<file path="src/rtl/evt_irq_steer.sv">
module evt_irq_steer #(
  parameter int IDX_W = 4,
  parameter int NGRP  = 4,
  parameter int GW    = 16,
  parameter int CNT_W = 4,
  localparam int GRP_W = $clog2(NGRP),
  localparam int BIT_W = $clog2(GW),
  localparam int NBE   = GW / 8,
  localparam int NENT  = 1 << IDX_W
) (
  input  logic             clk,
  input  logic             rst_n,
  input  logic             ev_valid,
  input  logic [IDX_W-1:0] ev_idx,
  input  logic             ev_up,
  input  logic [CNT_W-1:0] ev_cnt,
  input  logic             map_wr,
  input  logic [IDX_W-1:0] map_idx,
  input  logic             map_vld,
  input  logic [GRP_W-1:0] map_grp,
  input  logic [BIT_W-1:0] map_bit,
  input  logic             reg_wr,
  input  logic [GRP_W+1:0] reg_addr,
  input  logic [GW-1:0]    reg_wdata,
  input  logic [NBE-1:0]   reg_be,
  input  logic [GRP_W-1:0] rd_grp,
  input  logic [1:0]       rd_sel,
  output logic [GW-1:0]    rd_data,
  output logic [NGRP-1:0]  pend
);

  logic [NENT-1:0]                 map_v_q;
  logic [NENT-1:0][GRP_W-1:0]      map_g_q;
  logic [NENT-1:0][BIT_W-1:0]      map_b_q;
  logic [NGRP-1:0][GW-1:0]         raw_q, en_q, raw_d, en_d, msk;
  logic [NGRP-1:0][GW-1:0]         hit_vec, sclr, eset, eclr;
  logic [GW-1:0]                   wbits;

  wire             ev_hit = ev_valid && map_v_q[ev_idx];
  wire [1:0]       op     = reg_addr[1:0];
  wire [GRP_W-1:0] wgrp   = reg_addr[GRP_W+1:2];

  genvar b;
  generate
    for (b = 0; b < NBE; b++) begin : g_be
      assign wbits[b*8 +: 8] = reg_wdata[b*8 +: 8] & {8{reg_be[b]}};
    end
  endgenerate

  always_comb begin
    hit_vec = '0;
    sclr    = '0;
    eset    = '0;
    eclr    = '0;
    if (ev_hit) hit_vec[map_g_q[ev_idx]][map_b_q[ev_idx]] = 1'b1;
    if (reg_wr) begin
      case (op)
        2'b00:   sclr[wgrp] = wbits;
        2'b01:   eset[wgrp] = wbits;
        2'b10:   eclr[wgrp] = wbits;
        default: ;
      endcase
    end
    raw_d = raw_q & ~sclr;
    if (ev_hit) raw_d = ev_up ? (raw_d | hit_vec) : (raw_d & ~hit_vec);
    en_d = (en_q | eset) & ~eclr;
  end

  always_ff @(posedge clk) begin
    if (!rst_n) begin
      raw_q   <= '0;
      en_q    <= '0;
      map_v_q <= '0;
      map_g_q <= '0;
      map_b_q <= '0;
    end else begin
      raw_q <= raw_d;
      en_q  <= en_d;
      if (map_wr) begin
        map_v_q[map_idx] <= map_vld;
        map_g_q[map_idx] <= map_grp;
        map_b_q[map_idx] <= map_bit;
      end
    end
  end

  assign msk = raw_q & en_q;

  genvar g;
  generate
    for (g = 0; g < NGRP; g++) begin : g_pend
      assign pend[g] = |msk[g];
    end
  endgenerate

  always_comb begin
    case (rd_sel)
      2'd0:    rd_data = raw_q[rd_grp];
      2'd1:    rd_data = en_q[rd_grp];
      2'd2:    rd_data = msk[rd_grp];
      default: rd_data = '0;
    endcase
  end

  assert_up_sets_R2: assert property (@(posedge clk) disable iff (!rst_n)
    (ev_hit && ev_up) |=> ((raw_q & $past(hit_vec)) == $past(hit_vec)));

  assert_down_clears_R3: assert property (@(posedge clk) disable iff (!rst_n)
    (ev_hit && !ev_up) |=> ((raw_q & $past(hit_vec)) == '0));

  assert_dropped_event_R11: assert property (@(posedge clk) disable iff (!rst_n)
    (ev_valid && !ev_hit && !reg_wr) |=> $stable(raw_q));

  assert_enable_held_R7: assert property (@(posedge clk) disable iff (!rst_n)
    !reg_wr |=> $stable(en_q));

  assert_known_fields_R4: assert property (@(posedge clk) disable iff (!rst_n)
    ev_valid |-> !$isunknown({ev_idx, ev_up, ev_cnt}));

endmodule

</file>
<file path="config.mk">
export PLATFORM = sky130hd
export DESIGN_NAME = evt_irq_steer
export DESIGN_NICKNAME = d
export VERILOG_FILES = /design/src/rtl/evt_irq_steer.sv
export SDC_FILE = /design/constraint.sdc
export NUM_CORES = 1
export LEC_CHECK = 0
export BUFFER_PORTS_ARGS = -buffer_cell sky130_fd_sc_hd__buf_2
export CORE_MARGIN = 2
export CORE_UTILIZATION = 30
export DETAILED_ROUTE_END_ITERATION = 6
export GPL_TIMING_DRIVEN = 0
export HOLD_SLACK_MARGIN = 0.08
export PLACE_DENSITY = 0.44
export SYNTH_ARGS = -nofsm -noshare
export SYNTH_HDL_FRONTEND = slang
export SYNTH_SLANG_ARGS = --single-unit
</file>
<file path="constraint.sdc">
create_clock -name clk -period 4.7 [get_ports clk]
set_input_delay 0.47 -clock clk [delete_from_list [all_inputs] [get_ports clk]]
set_output_delay 0.47 -clock clk [all_outputs]
set_load 0.05 [all_outputs]
</file>
* Word level (Yosys, flattened, before mapping)
Cells that the tools add are included.
** Operators by class
- $lt $le $gt $ge :: 10
- Equal/unequal tests :: 4
- Muxes and demuxes :: 37
- Bitwise operators :: 12
- Reductions and logical operators :: 11
** Operators with widths (count)
- 64-bit two-way mux :: 9
- 64-bit AND :: 5
- 64-bit inverter :: 3
- 64-bit bitwise OR :: 2
- 16-bit binary-select mux with 2-bit select :: 3
- 16-bit two-way mux :: 5
- 64-bit bitwise mux :: 1
- 16-bit demux with 2-bit select :: 2
- 16-bit OR reduction :: 4
- 16-bit case mux with 3 select lines :: 1
- 32-bit bitwise mux :: 1
- 8-bit AND :: 2
- 4-bit binary-select mux with 4-bit select :: 1
- 16-bit bitwise mux :: 1
- 4-bit demux with 4-bit select :: 1
- 4-bit by 5-bit < comparator with 1-bit output (second input constant) :: 3
- 2-bit by 3-bit < comparator with 1-bit output (second input constant) :: 3
- 2-bit binary-select mux with 4-bit select :: 1
- 1-bit demux with 4-bit select :: 2
- 2-bit demux with 4-bit select :: 1
- 4-bit by 1-bit >= comparator with 1-bit output (second input constant) :: 2
- 4-bit two-way mux :: 2
- 1-bit logical AND :: 5
- 1-bit binary-select mux with 4-bit select :: 1
- other kinds (6) :: 13
** Storage, ports and cells
- Register bits after elaboration :: 240
- Output and inout bits :: 20
- Logic and storage cells :: 115

* Longest topological paths before layout
- Depth after elaboration :: 13
- Gate-level depth with buffers :: 9
- Gate-level depth less buffers :: 6

* Least setup slack after synthesis
OpenSTA, ideal clock, no wires.
- Kind :: input-to-output
- From :: input rd_grp[0]
- To :: output rd_data[10]
- Arrival :: 2689 ps
- Data required time :: 4230 ps
- Setup slack :: 1541 ps
- Stages :: 9
- Buffers on the path :: 3
- Path through :: buf_2 -> buf_1 -> clkbuf_1 -> nand3_1 -> o211ai_1 -> o21ai_0 -> nor2_1 -> a21oi_1 -> o22ai_1
** Between the ends
- Cells in the longest elaborated chain, start to end :: 3
** Ends and longest elaborated chain
- from (decl) :: RTL line 26 : input logic [GRP_W-1:0] rd_grp,
- 16-bit binary-select mux with 2-bit select (on tied branches) :: RTL line 100, 98, 99
- 16-bit two-way mux (on tied branches) :: RTL line 100, 98, 99
- 16-bit case mux with 3 select lines (*) :: RTL line 97 : case (rd_sel)
- to (decl) :: RTL line 28 : output logic [GW-1:0] rd_data,
Mark *: on every way between the ends. The rest lies on a longest branch, timed or not. The select of a mux whose other input is x is not followed.

* Worst setup path after layout
- From :: input rd_grp[0]
- To :: output rd_data[1]
The elaborated chain is that of the path after synthesis.

==> metrics <==
status complete, no violations; Place WS 1.136 ns; row count 77; met3 Resource Use GR 2.823%; Final #Nets 1567; vias in the first global route 11276; Root Driver clkbuf_16; Core Area 43930 um^2; wire per inst 23.96 um; Die Y 214.3 um; die area 45900 um^2; fin worst setup slack 1.230 ns; Post-Syn Area 13260 um^2; static leakage 5.030 nW; CP max stage delay 0.56 ns; simple-gate share of the synthesized area 17.05%; HP Class in2reg; Worst path slowest cell buf_1; Max-slew headroom 20.62%; Compound-Gate Fraction of Synth Area 16.27%; CTS Hold Buffers Added 0; final core area utilization 34.78%; Synth Warn # 0; mux share of post-synthesis cell area 25.41%; Iteration-0 DRC Markers 921; register area share after synthesis 36.23%; PwrDens 318.6 nW/um^2; total CTS buffers 29; Cell Chain, Critical Path buf_2, buf_1, clkbuf_1, a311oi_1, a211oi_1, a21oi_1, o22ai_1, buf_2; DRC viols 0; Peak supply drop 271.0 uV; crit start category input port; main combinational cell family by area after synthesis multiplexers; met1 Use GR 27.57%; Vias/cell 5.449; Initial DRT Pass Iterations 5; initial antenna violation count 0; Final HPWL DP 39770 um; clock buffer depth 3; PostCTS Resize Cnt 0; Worst-Skew Late Latency 0.58 ns; total congestion overflow 0; clock net sink count 240; f_max 288.2 MHz; #FFs+latches synth 240; Starting Density 30.19%; routed wire length 51030 um; GR Util All Layers 21.89%; gpl congestion 0.9119; Syn Nets 1478; Synth-to-Final Area Change 15.23%; Top Usage Layer GRT met2; Tot Pwr 4.869 mW; Critical Path Most Common Cell buf_2; most frequent cells in the layout dfxtp_1 (240), nor2_1 (199), mux2i_1 (187), clkbuf_1 (130), nor2b_1 (113); Data required, critical path 4.23 ns; Worst setup EP type output port; IO buf count 58; largest net degree at the start of global routing 16; post-route ant nets 0; slew at the pin closest to its max-slew limit 1.186 ns; worst path bufs/invs 4; top fanout value on the critical path 10; synthesized area per cell 9.293 um^2; Fill cells 4607; Ports 71; crit path DAT 3.00 ns; register clock-pin slew on the reported worst setup and hold paths 0.06 ns; post-route minimum period 3.470 ns; Main synth FF type dfxtp_1; most common cell after layout, fill and taps aside dfxtp_1; ratio of final minimum period to clock period 73.82%; worst hold slack 0.2638 ns; share of synthesized registers carrying an async set or reset 0%; Post-synth EDFFs 0; pins over their slew limit 0; Synth Area in Adders 0%; max-cap viol count 0; TritonCTS clock tree done; RSZ-0062 raised after global routing no; Fin Clk Skew 0.01003 ns; post-CTS setup buffer count 0; CP top delay family buffers and inverters; Setup CP Type in2out; met2 global-route usage 37.85%; via count 11607; layout cell share with drive strength beyond 1 13.27%; Die Span X 214.3 um; Syn Inst Count 1427; Synth cell types 49; H-Tree Depth 1; Post-Synth XOR/XNOR Area 0%; # setup viols final 0; Setup TNS 0 ns; Hold Violations, Final 0; first-pass GRT wire length 75580 um
metrics by stage:
stage	cells	cell area, um^2
2_1_floorplan	1427	13260
3_3_place_gp	2077	14290
3_5_place_dp	2077	14290
4_1_cts	2129	15280
5_1_grt	2129	15280
6_report	2130	15280
kinds of logic after synthesis:
logic type | after synthesis
AOI/OAI and AO/OA | 309
muxes | 259
and+or+nand+nor | 457
DFF | 240
buffers and inverters | 162
state kept, by name, indices dropped and copies added (netlist names):
register,cells
map_g_q,32
en_q,64
map_v_q,16
map_b_q,64
raw_q,64
synthesized netlist by cell type, types with 12 or more instances:
cell type	count	area, um^2
dfxtp_1	240	4805
nor2_1	199	747.0
mux2i_1	187	1872
clkbuf_1	124	465.5
nor2b_1	113	706.9
a21oi_1	79	395.4
o311ai_0	64	560.5
o31ai_1	64	480.5
nand2_1	55	206.5
mux4_2	53	1194
nor3_1	37	185.2
o22ai_1	33	206.5
inv_1	17	63.81
a211oi_1	12	90.09
mux2_2	12	135.1
cell type report:
class	instances	area [um^2]	area share, %
Tap cell	592	740.7	4.847
Buffer	144	601.8	3.938
Antenna cell	1	2.502	0.01638
Inverter	18	67.56	0.4422
Sequential cell	240	4805	31.44
Timing Repair Buffer	58	290.3	1.900
Multi-Input combinational cell	1025	7787	50.96
Clock buffer	45	885.9	5.797
Clock inverter	7	100.1	0.6550
routing by layer:
metal	vias up	wire, um
met5	-	0
li1	5490	-
met2	335	25080
met4	0	2103
met3	95	2125
met1	5687	21720
worst reg2reg max path: cells and delay by family, from the launching register on:
family	cells	cell delay, ns
multiplexers	4	1.53
buffers and inverters	1	0.30
AND/OR/NAND/NOR	1	0.08
flip-flops	1	0.30
AO/OA/AOI/OAI	1	0.31
power breakdown:
| group | total [mW] | switching, mW | leakage (nW) | internal, mW |
|---|---|---|---|---|
| Clock | 2.34 | 0.937 | 0.490 | 1.40 |
| Combinational | 0.469 | 0.329 | 2.61 | 0.140 |
| Sequential | 2.06 | 0.0121 | 1.94 | 2.05 |
path summary, 6_finish.rpt:
kind,cells past startpoint,endpoint,start,slack [ns]
setup / recovery,8,rd_data[1],rd_grp[0],1.23
hold / removal,3,map_g_q[31],map_grp[1],0.26
setup reg to reg,7,raw_q[27],map_g_q[30],2.03
hold reg to reg,2,map_b_q[45],map_b_q[45],0.51
Note: power is estimated with default switching activity, not from simulation.
